==> config.mk <==
export PLATFORM = sky130hd
export DESIGN_NAME = mail_fifo
export DESIGN_NICKNAME = d
export VERILOG_FILES = /design/src/rtl/mail_pkg.sv /design/src/rtl/mail_decode.sv /design/src/rtl/mail_queue.sv /design/src/rtl/mail_ctrl.sv /design/src/rtl/mail_fifo.sv
export SDC_FILE = /design/constraint.sdc
export NUM_CORES = 1
export LEC_CHECK = 0
export BUFFER_PORTS_ARGS = -buffer_cell sky130_fd_sc_hd__buf_2
export CAP_MARGIN = 20
export CORE_MARGIN = 2
export CORE_UTILIZATION = 43
export CTS_BUF_LIST = sky130_fd_sc_hd__clkbuf_4 sky130_fd_sc_hd__clkbuf_8
export CTS_CLUSTER_DIAMETER = 30
export DETAILED_ROUTE_END_ITERATION = 7
export PLACE_DENSITY = 0.61
export RECOVER_POWER = 25
export SLEW_MARGIN = 20
export SYNTH_ARGS = -nofsm -noshare
export SYNTH_HDL_FRONTEND = slang
export SYNTH_SLANG_ARGS = --single-unit
==> constraint.sdc <==
create_clock -name clk -period 9.55 [get_ports clk]
set_input_delay 0 -clock clk [delete_from_list [all_inputs] [get_ports clk]]
set_output_delay 0 -clock clk [all_outputs]
set_load 0.02 [all_outputs]
==> src/rtl/mail_pkg.sv <==
package mail_pkg;

  localparam logic [31:0] MAIL_MARK = 32'hFFFF_FFFF;

  typedef enum logic [2:0] {
    SEL_NONE,
    SEL_POP,
    SEL_PEEK,
    SEL_STAT,
    SEL_CFG
  } mail_sel_e;

  localparam int CFG_EN_BIT   = 0;
  localparam int CFG_PEND_BIT = 4;
  localparam int STAT_FULL    = 31;
  localparam int STAT_EMPTY   = 30;

endpackage

==> src/rtl/mail_decode.sv <==
module mail_decode
  import mail_pkg::*;
#(
  parameter int ADDR_W = 10
) (
  input  logic [ADDR_W-1:0] addr,
  input  logic              rd,
  input  logic              wr,
  output mail_sel_e         sel,
  output logic              pop_req,
  output logic              cfg_wr
);

  localparam int IW = ADDR_W - 2;
  localparam logic [IW-1:0] IDX_POP0 = IW'(32);
  localparam logic [IW-1:0] IDX_PEEK = IW'(36);
  localparam logic [IW-1:0] IDX_STAT = IW'(38);
  localparam logic [IW-1:0] IDX_CFG  = IW'(39);

  logic [IW-1:0] idx;
  assign idx = addr[ADDR_W-1:2];

  always_comb begin
    sel = SEL_NONE;
    if (idx[IW-1:2] == IDX_POP0[IW-1:2]) sel = SEL_POP;
    else if (idx == IDX_PEEK)             sel = SEL_PEEK;
    else if (idx == IDX_STAT)             sel = SEL_STAT;
    else if (idx == IDX_CFG)              sel = SEL_CFG;
  end

  assign pop_req = rd && (sel == SEL_POP);
  assign cfg_wr  = wr && (sel == SEL_CFG);

endmodule

==> src/rtl/mail_queue.sv <==
module mail_queue
  import mail_pkg::*;
#(
  parameter int DEPTH = 8,
  parameter int W     = 32,
  parameter int CW    = $clog2(DEPTH + 1)
) (
  input  logic          clk,
  input  logic          rst_n,
  input  logic          pop,
  input  logic          push,
  input  logic [W-1:0]  push_data,
  output logic [W-1:0]  head,
  output logic [CW-1:0] count,
  output logic [CW-1:0] count_nx,
  output logic          full,
  output logic          empty
);

  logic [W-1:0]  ent_q  [DEPTH];
  logic [W-1:0]  ent_nx [DEPTH];
  logic [CW-1:0] cnt_q;
  logic          pop_eff;
  logic          push_ok;
  logic [CW-1:0] wr_idx;

  assign empty   = (cnt_q == '0);
  assign full    = (cnt_q == CW'(DEPTH));
  assign pop_eff = pop && !empty;
  assign push_ok = push && (!full || pop_eff);
  assign wr_idx  = pop_eff ? cnt_q - CW'(1) : cnt_q;

  always_comb begin
    count_nx = cnt_q;
    if (push_ok && !pop_eff)      count_nx = cnt_q + CW'(1);
    else if (pop_eff && !push_ok) count_nx = cnt_q - CW'(1);
  end

  for (genvar gi = 0; gi < DEPTH; gi++) begin : g_slot
    logic [W-1:0] shifted;
    if (gi < DEPTH - 1) begin : g_mid
      assign shifted = ent_q[gi+1];
    end else begin : g_tail
      assign shifted = MAIL_MARK;
    end

    always_comb begin
      ent_nx[gi] = pop_eff ? shifted : ent_q[gi];
      if (push_ok && (wr_idx == CW'(gi))) ent_nx[gi] = push_data;
    end

    always_ff @(posedge clk or negedge rst_n) begin
      if (!rst_n)                  ent_q[gi] <= MAIL_MARK;
      else if (pop_eff || push_ok) ent_q[gi] <= ent_nx[gi];
    end
  end

  always_ff @(posedge clk or negedge rst_n) begin
    if (!rst_n) cnt_q <= '0;
    else        cnt_q <= count_nx;
  end

  assign head  = ent_q[0];
  assign count = cnt_q;

  a_r6_no_overflow: assert property (@(posedge clk) disable iff (!rst_n)
    cnt_q <= CW'(DEPTH));

  a_r6_full_drop: assert property (@(posedge clk) disable iff (!rst_n)
    (full && push && !pop) |=> (cnt_q == CW'(DEPTH)));

  a_r3_empty_pop_holds: assert property (@(posedge clk) disable iff (!rst_n)
    (empty && pop && !push) |=> (cnt_q == '0));

  a_r2_push_grows: assert property (@(posedge clk) disable iff (!rst_n)
    (push && !full && !pop) |=> (cnt_q == $past(cnt_q) + CW'(1)));

  a_r10_tail_marker: assert property (@(posedge clk) disable iff (!rst_n)
    (cnt_q < CW'(DEPTH)) |-> (ent_q[DEPTH-1] == MAIL_MARK));

endmodule

==> src/rtl/mail_ctrl.sv <==
module mail_ctrl (
  input  logic clk,
  input  logic rst_n,
  input  logic event_any,
  input  logic cfg_wr,
  input  logic en_wdata,
  input  logic nonempty_nx,
  output logic irq_en,
  output logic pend,
  output logic irq
);

  logic en_q, en_nx;
  logic pend_q, pend_nx;

  always_comb begin
    en_nx   = cfg_wr ? en_wdata : en_q;
    pend_nx = event_any ? nonempty_nx : pend_q;
  end

  always_ff @(posedge clk or negedge rst_n) begin
    if (!rst_n) begin
      en_q   <= 1'b0;
      pend_q <= 1'b0;
    end else begin
      en_q   <= en_nx;
      pend_q <= pend_nx;
    end
  end

  assign irq_en = en_q;
  assign pend   = pend_q;
  assign irq    = en_q && pend_q;

  a_r7_en_hold: assert property (@(posedge clk) disable iff (!rst_n)
    !cfg_wr |=> $stable(en_q));

endmodule

==> src/rtl/mail_fifo.sv <==
module mail_fifo
  import mail_pkg::*;
#(
  parameter int DEPTH  = 8,
  parameter int ADDR_W = 10
) (
  input  logic              clk,
  input  logic              rst_n,
  input  logic [ADDR_W-1:0] reg_addr,
  input  logic              reg_rd,
  input  logic              reg_wr,
  input  logic [31:0]       reg_wdata,
  output logic [31:0]       reg_rdata,
  input  logic              prod_push,
  input  logic [31:0]       prod_data,
  output logic              host_irq
);

  localparam int CW = $clog2(DEPTH + 1);

  logic          rst_m, rst_s;
  mail_sel_e     sel;
  logic          pop_req, cfg_wr;
  logic [31:0]   head;
  logic [CW-1:0] count, count_nx;
  logic          full, empty;
  logic          irq_en, pend;

  always_ff @(posedge clk or negedge rst_n) begin
    if (!rst_n) begin
      rst_m <= 1'b0;
      rst_s <= 1'b0;
    end else begin
      rst_m <= 1'b1;
      rst_s <= rst_m;
    end
  end

  mail_decode #(.ADDR_W(ADDR_W)) u_dec (
    .addr    (reg_addr),
    .rd      (reg_rd),
    .wr      (reg_wr),
    .sel     (sel),
    .pop_req (pop_req),
    .cfg_wr  (cfg_wr)
  );

  mail_queue #(.DEPTH(DEPTH), .W(32), .CW(CW)) u_q (
    .clk       (clk),
    .rst_n     (rst_s),
    .pop       (pop_req),
    .push      (prod_push),
    .push_data (prod_data),
    .head      (head),
    .count     (count),
    .count_nx  (count_nx),
    .full      (full),
    .empty     (empty)
  );

  mail_ctrl u_ctrl (
    .clk         (clk),
    .rst_n       (rst_s),
    .event_any   (reg_rd || reg_wr || prod_push),
    .cfg_wr      (cfg_wr),
    .en_wdata    (reg_wdata[CFG_EN_BIT]),
    .nonempty_nx (count_nx != '0),
    .irq_en      (irq_en),
    .pend        (pend),
    .irq         (host_irq)
  );

  always_comb begin
    reg_rdata = '0;
    if (reg_rd) begin
      case (sel)
        SEL_POP:  reg_rdata = empty ? MAIL_MARK : head;
        SEL_PEEK: reg_rdata = head;
        SEL_STAT: begin
          reg_rdata[STAT_FULL]  = full;
          reg_rdata[STAT_EMPTY] = empty;
          reg_rdata[7:0]        = 8'(count);
        end
        SEL_CFG: begin
          reg_rdata[CFG_EN_BIT]   = irq_en;
          reg_rdata[CFG_PEND_BIT] = pend;
        end
        default: reg_rdata = '0;
      endcase
    end
  end

  a_r8_pend_tracks: assert property (@(posedge clk) disable iff (!rst_s)
    pend == !empty);

  a_r8_irq_needs_data: assert property (@(posedge clk) disable iff (!rst_s)
    host_irq |-> !empty);

  a_r5_flags_exclusive: assert property (@(posedge clk) disable iff (!rst_s)
    !(full && empty));

  a_r9_unmapped_zero: assert property (@(posedge clk) disable iff (!rst_s)
    (reg_rd && sel == SEL_NONE) |-> (reg_rdata == '0));

endmodule

-- After elaboration in Yosys (flattened, before gate mapping)
Index checks and enable logic that the tools add are counted.
- bits of input ports: 79
- bits in writable memories: 0
- bits in latches: 0
- ROM bits: 0
- logic and storage cells: 104
- bits in registers: 264
- memories: 0
- output and inout port bits: 33
- add/sub/neg operators: 2
- multipliers: 0
- shifts and indexed selects: 0
- bitwise logic cells: 0
- reductions and logical operators: 42
- div/mod/pow operators: 0
- $lt $le $gt $ge: 0
- eq/ne operators: 16
- muxes and demuxes: 31
- operators by type and width (cell ; count):
    32-bit 2-to-1 mux ; 18
    22-bit one-hot mux with 2 select lines ; 1
    8-bit by 6-bit equality test with 1-bit output (second input constant) ; 3
    4-bit by 3-bit equality test with 1-bit output (second input constant) ; 4
    2-bit AND reduction ; 8
    2-bit nonzero test ; 8
    1-bit logical AND ; 15
    3-bit 2-to-1 mux ; 4
    4-bit 2-to-1 mux ; 3
    3-bit one-hot mux with 3 select lines ; 1
    4-bit by 2-bit equality test with 1-bit output (second input constant) ; 2
    4-bit zero test ; 2
    3-bit by 2-bit equality test with 1-bit output (second input constant) ; 2
    6-bit by 4-bit equality test with 1-bit output (second input constant) ; 1
    2-bit one-hot mux with 3 select lines ; 1
    3-bit one-hot mux with 2 select lines ; 1
    4-bit by 1-bit adder with 4-bit output (second input constant) ; 1
    4-bit by 1-bit equality test with 1-bit output (second input constant) ; 1
    4-bit equality test (second input constant) ; 1
    1-bit zero test ; 4
    1-bit logical OR ; 4
    1-bit one-hot mux with 4 select lines ; 1
    4-bit nonzero test ; 1
    4-bit by 1-bit subtractor with 4-bit output (second input constant) ; 1
    other kinds (3) ; 3

-- Depth between registers and ports, before layout
- word-level depth: 15
- mapped depth: 12
- mapped depth without buffers: 7

-- Cells and area by module
Synthesis repeated with hierarchy kept, for this count alone.
- cell total of the unflattened synthesis: 1051
- area, all modules: 13352.8 µm²
- modules (own cells, without submodules) (module ; cells each ; times used ; area each (µm²) ; seq. area each (µm²)):
    mail_queue ; 933 ; 1 ; 12584.6 ; 6826.5
    mail_fifo ; 102 ; 1 ; 595.6 ; 50.0
    mail_ctrl ; 5 ; 1 ; 86.3 ; 50.0
    mail_decode ; 11 ; 1 ; 86.3 ; 0.0

-- Worst setup path before layout
OpenSTA, ideal clock, no wires.
- path type: reg2reg
- start: register u_q.cnt_q[1], in the netlist u_q.count[1]
- end: register u_q.ent_q, in the netlist u_q.g_slot[0].shifted[10]
- data required time: 9.475 ns
- path slack: 7.077 ns
- arrival time: 2.398 ns
- library setup time: 0.075 ns
- buffers on the path: 3
- clock period less this slack: 2.473 ns
- stages on the path, launching flop included: 11
- path through: dfrtp_1 clkbuf_1 inv_1 ha_1 or3b_1 buf_6 a311oi_4 o211ai_4 nor2_8 buf_12 mux2i_1
- word-level cells in the longest chain between the ends: 8
- elaborated cells between the ends (all ways): 15
- classes of those cells: add/sub (1); eq/ne (2); mux (2); reduce/logical (10)
- RTL lines (what ; line ; text):
    from (decl) ; mail_queue.sv:22 ; logic [CW-1:0] cnt_q;
    from (signal assigned) ; mail_queue.sv:60 ; else cnt_q <= count_nx;
    parallel branches: the longest is 8 deep, another holds 4-bit by 1-bit subtractor with 4-bit output ; n/a ;
    to (signal, indexed assignment) ; mail_queue.sv:54 ; else if (pop_eff || push_ok) ent_q[gi] <= ent_nx[gi];
    to (decl) ; mail_queue.sv:20 ; logic [W-1:0] ent_q [DEPTH];
Several ways; the timed one is not identified.
A chain may end at the register's enable or synchronous reset.

-- Worst setup path in the final report
- start: register u_q.cnt_q[1], in the netlist u_q.count[1]
- end: register u_q.ent_q, in the netlist u_q.g_slot[2].shifted[23]
- word-level cells in the longest chain between the ends: 8
- elaborated cells between the ends (all ways): 15
- classes of those cells: add/sub (1); eq/ne (2); mux (2); reduce/logical (10)
- RTL lines (what):
    parallel branches: the longest is 8 deep, another holds 4-bit by 1-bit subtractor with 4-bit output
Several ways; the timed one is not identified.

==> results_dict.tcl <==
set metrics [dict create \
    p_leak_uw 0.00810 \
    yosysUniqueCellTypes 56 \
    start_util_pct 43.7 \
    fin_crit_sh_pct 51.5 \
    hold_path.class "input pin to register" \
    r2r_setup_slack_ns 4.64 \
    setup-tns-final_ns 0 \
    violations "max-capacitance violations, max-slew violations" \
    rsz0062_at_grt "no" \
    yosysWarnings 0 \
    drv_slew 117 \
    cts_buffers 69 \
    via_per_inst 5.23 \
    fp.dieW_um 183 \
    worst_slew_pin_slew_ns 3.31 \
    post-cts-setup-buffers 0 \
    synthDominantCellAreaShare_pct 48.9 \
    overflow 0 \
    finalCriticalPeriod_ns 4.91 \
    drc_errors 0 \
    core_um2 31500 \
    htree_levels 3 \
    crit_type "register to register" \
    clock_latency_ns 0.57 \
    setup_viol 0 \
    min_from "reg_addr[8]" \
    fmax_mhz 203 \
    synth.avg_cell_area_um2 13.2 \
    antenna_found_initial 1 \
    cts_resized 0 \
    holdPathStages 7 \
    cp.arrival_ns 5.36 \
    die_area_um2 33400 \
    ant_nets 0 \
    drv_cap 2 \
    nets 1251 \
    die_h_um 183 \
    hpwl_um 16300 \
    vias 8517 \
    yosysTopAreaCell "dfstp_2" \
    hold_violations 0 \
    final_core_util_pct 51.2 \
    post_synth_instance_area_um2 13700 \
    portBuffers 78 \
    clock_skew_ns 0.0284 \
    r2r-start "u_q.count[1]" \
    relSlewSlack_pct -121 \
    seq_area_frac_synth_pct 50.4 \
    grt_max_degree 149 \
    path_clk_slew_ns 0.05 \
    reg2reg_depth 8 \
    max-clock-path-buffers 3 \
    status "finished with violations" \
    grt_pass1_vias 8947 \
    cts_tree "done" \
    mostFrequentLayoutCells "481 x mux2i_1, 256 x dfstp_2, 85 x clkbuf_8" \
    drive_gt1_share_pct 40.3 \
    grt_pass1_wl_um 48600 \
    io_pins 112 \
    worstPathRequired_ns 9.99 \
    synth_area_leaders "dfstp_2 49%, mux2i_1 35%, dfrtp_1 1.5%" \
    critical_path.max_fanout 61 \
    drt_pass1_iterations 5 \
    synth_cells 1038 \
    end_kind "register" \
    drtIter0Drc 566 \
    p_per_area_nw_per_um2 297 \
    antenna_cells 0 \
    power_uw 4790 \
    whs_endpoint "u_q.count[1]" \
    detail_route.wirelength_um 28900 \
    rows 65 \
    startpoint_type "register" \
    root_buffer "clkbuf_8" \
    grt_usage_pct 18.0 \
    cts_sinks 264 \
    routabilityCongestion 0.837 \
    rr_endpoint "u_q.g_slot[2].shifted[23]" \
    ir_drop_mv 0.119 \
    area_growth_pct 17.3 \
    wl_per_cell_um 17.8 \
    ys_ff_latch 264 \
    layout_commonest_cell "mux2i_1" \
    syn_nets 1119 \
]
-- worst max-delay path, stage by stage (launching register included) --
cell     delay [ns]
dfrtp_1        0.54
inv_1          0.24
ha_1           0.39
or3b_1         0.60
nand3_4        0.77
buf_4          0.93
buf_4          0.88
mux2i_1        0.27
mux2i_1        0.09
-- final cells by class --
cell class	count	area, um^2
Clock buffer	96	1250
Clock inverter	31	259
Fill cell	2831	15400
Inverter	41	154
Multi-Input combinational cell	661	6110
Sequential cell	264	6930
Tap cell	402	503
Timing Repair Buffer	133	910
-- per-layer routing --
layer / GRT usage [%] / vias to the layer above / part of all wire [%]
li1: - / 4022 / -
met1: 25.6 / 4261 / 50
met2: 28.0 / 185 / 44
met3: 3.24 / 49 / 3.8
met4: 6.08 / 0 / 2.0
met5: 0 / - / 0
-- flip-flops by register name (all words and copies together) (netlist names) --
signal	cells
u_ctrl.irq_en	1
u_ctrl.pend	1
u_q.count	4
rst_s	1
rst_m	1
u_q.head	32
u_q.g_slot.shifted	224
-- worst max path at each step --
stage	start	to	slack, ns
3_3_place_gp	u_q.count[0]	u_q.g_slot[4].shifted[23]	4.71
2_1_floorplan	rst_s	u_ctrl.irq_en	2.10
4_1_cts	u_q.count[1]	u_q.g_slot[4].shifted[26]	4.64
5_1_grt	rst_s	u_ctrl.irq_en	3.65
6_report	u_q.count[1]	u_q.g_slot[2].shifted[23]	4.64
3_5_place_dp	u_q.count[1]	u_q.g_slot[4].shifted[26]	4.67
-- timing repair --
action,in CTS,in global routing
hold endpoints to repair,261,0
hold buffers,40,0
endpoints found under the setup margin,0,0
-- power breakdown --
group | switching, uW | internal (uW) | leakage (uW) | total, uW
Combinational | 480 | 489 | 0.00452 | 969
Sequential | 316 | 1990 | 0.00277 | 2310
Clock | 571 | 938 | 0.000812 | 1510
-- logic make-up (layout without fill, tap and decap cells) --
logic type               after synthesis  count (layout)  share of synthesized area [%]
other                                  1               1                         0.0273
adder cells (fa/ha/maj)                2               2                          0.182
AO/OA/AOI/OAI                         72              72                           4.32
buffers and inverters                113             301                           5.34
multiplexers                         481             481                           35.0
flip-flops                           264             264                           50.4
XOR/XNOR                               2               2                          0.127
AND/OR/NAND/NOR                      103             103                           4.57
-- cells in the mapped netlist (all sizes together) --
cell type and number:
nor3 8, a31oi 6, nand2b 4, and3 1, nand2 9, o211ai 6
and2 2, or4 1, mux2i 481, buf 59, o21a 26, a211o 1
ha 2, nor2 50, o31ai 4, a21oi 8, o311ai 1, a21boi 1
inv 41, conb 1, o2111ai 1, nand3 3, dfstp 256, o21ai 9
nand3b 3, clkbuf 13, nand4bb 1, nand4 6, o22a 1, a21o 1
and4 3, or3b 1, xnor2 2, nor3b 1, a221oi 3, or3 2
and4bb 1, a311oi 3, nor4 5, o311a 1, dfrtp 8, nor2b 2
-- through the flow --
step / setup slack, ns / cell area, um^2 / hold WS [ns] / std cells
3_3_place_gp: 4.71 / 14200 / -0.214 / 1461
2_1_floorplan: 2.10 / 13700 / -0.296 / 1038
3_5_place_dp: 4.67 / 14200 / -0.211 / 1461
5_1_grt: 3.65 / 16100 / 0.239 / 1628
6_report: 4.64 / 16100 / 0.209 / 1628
4_1_cts: 4.64 / 16100 / 0.175 / 1628
No activity file was read; power rests on OpenSTA's default activity.
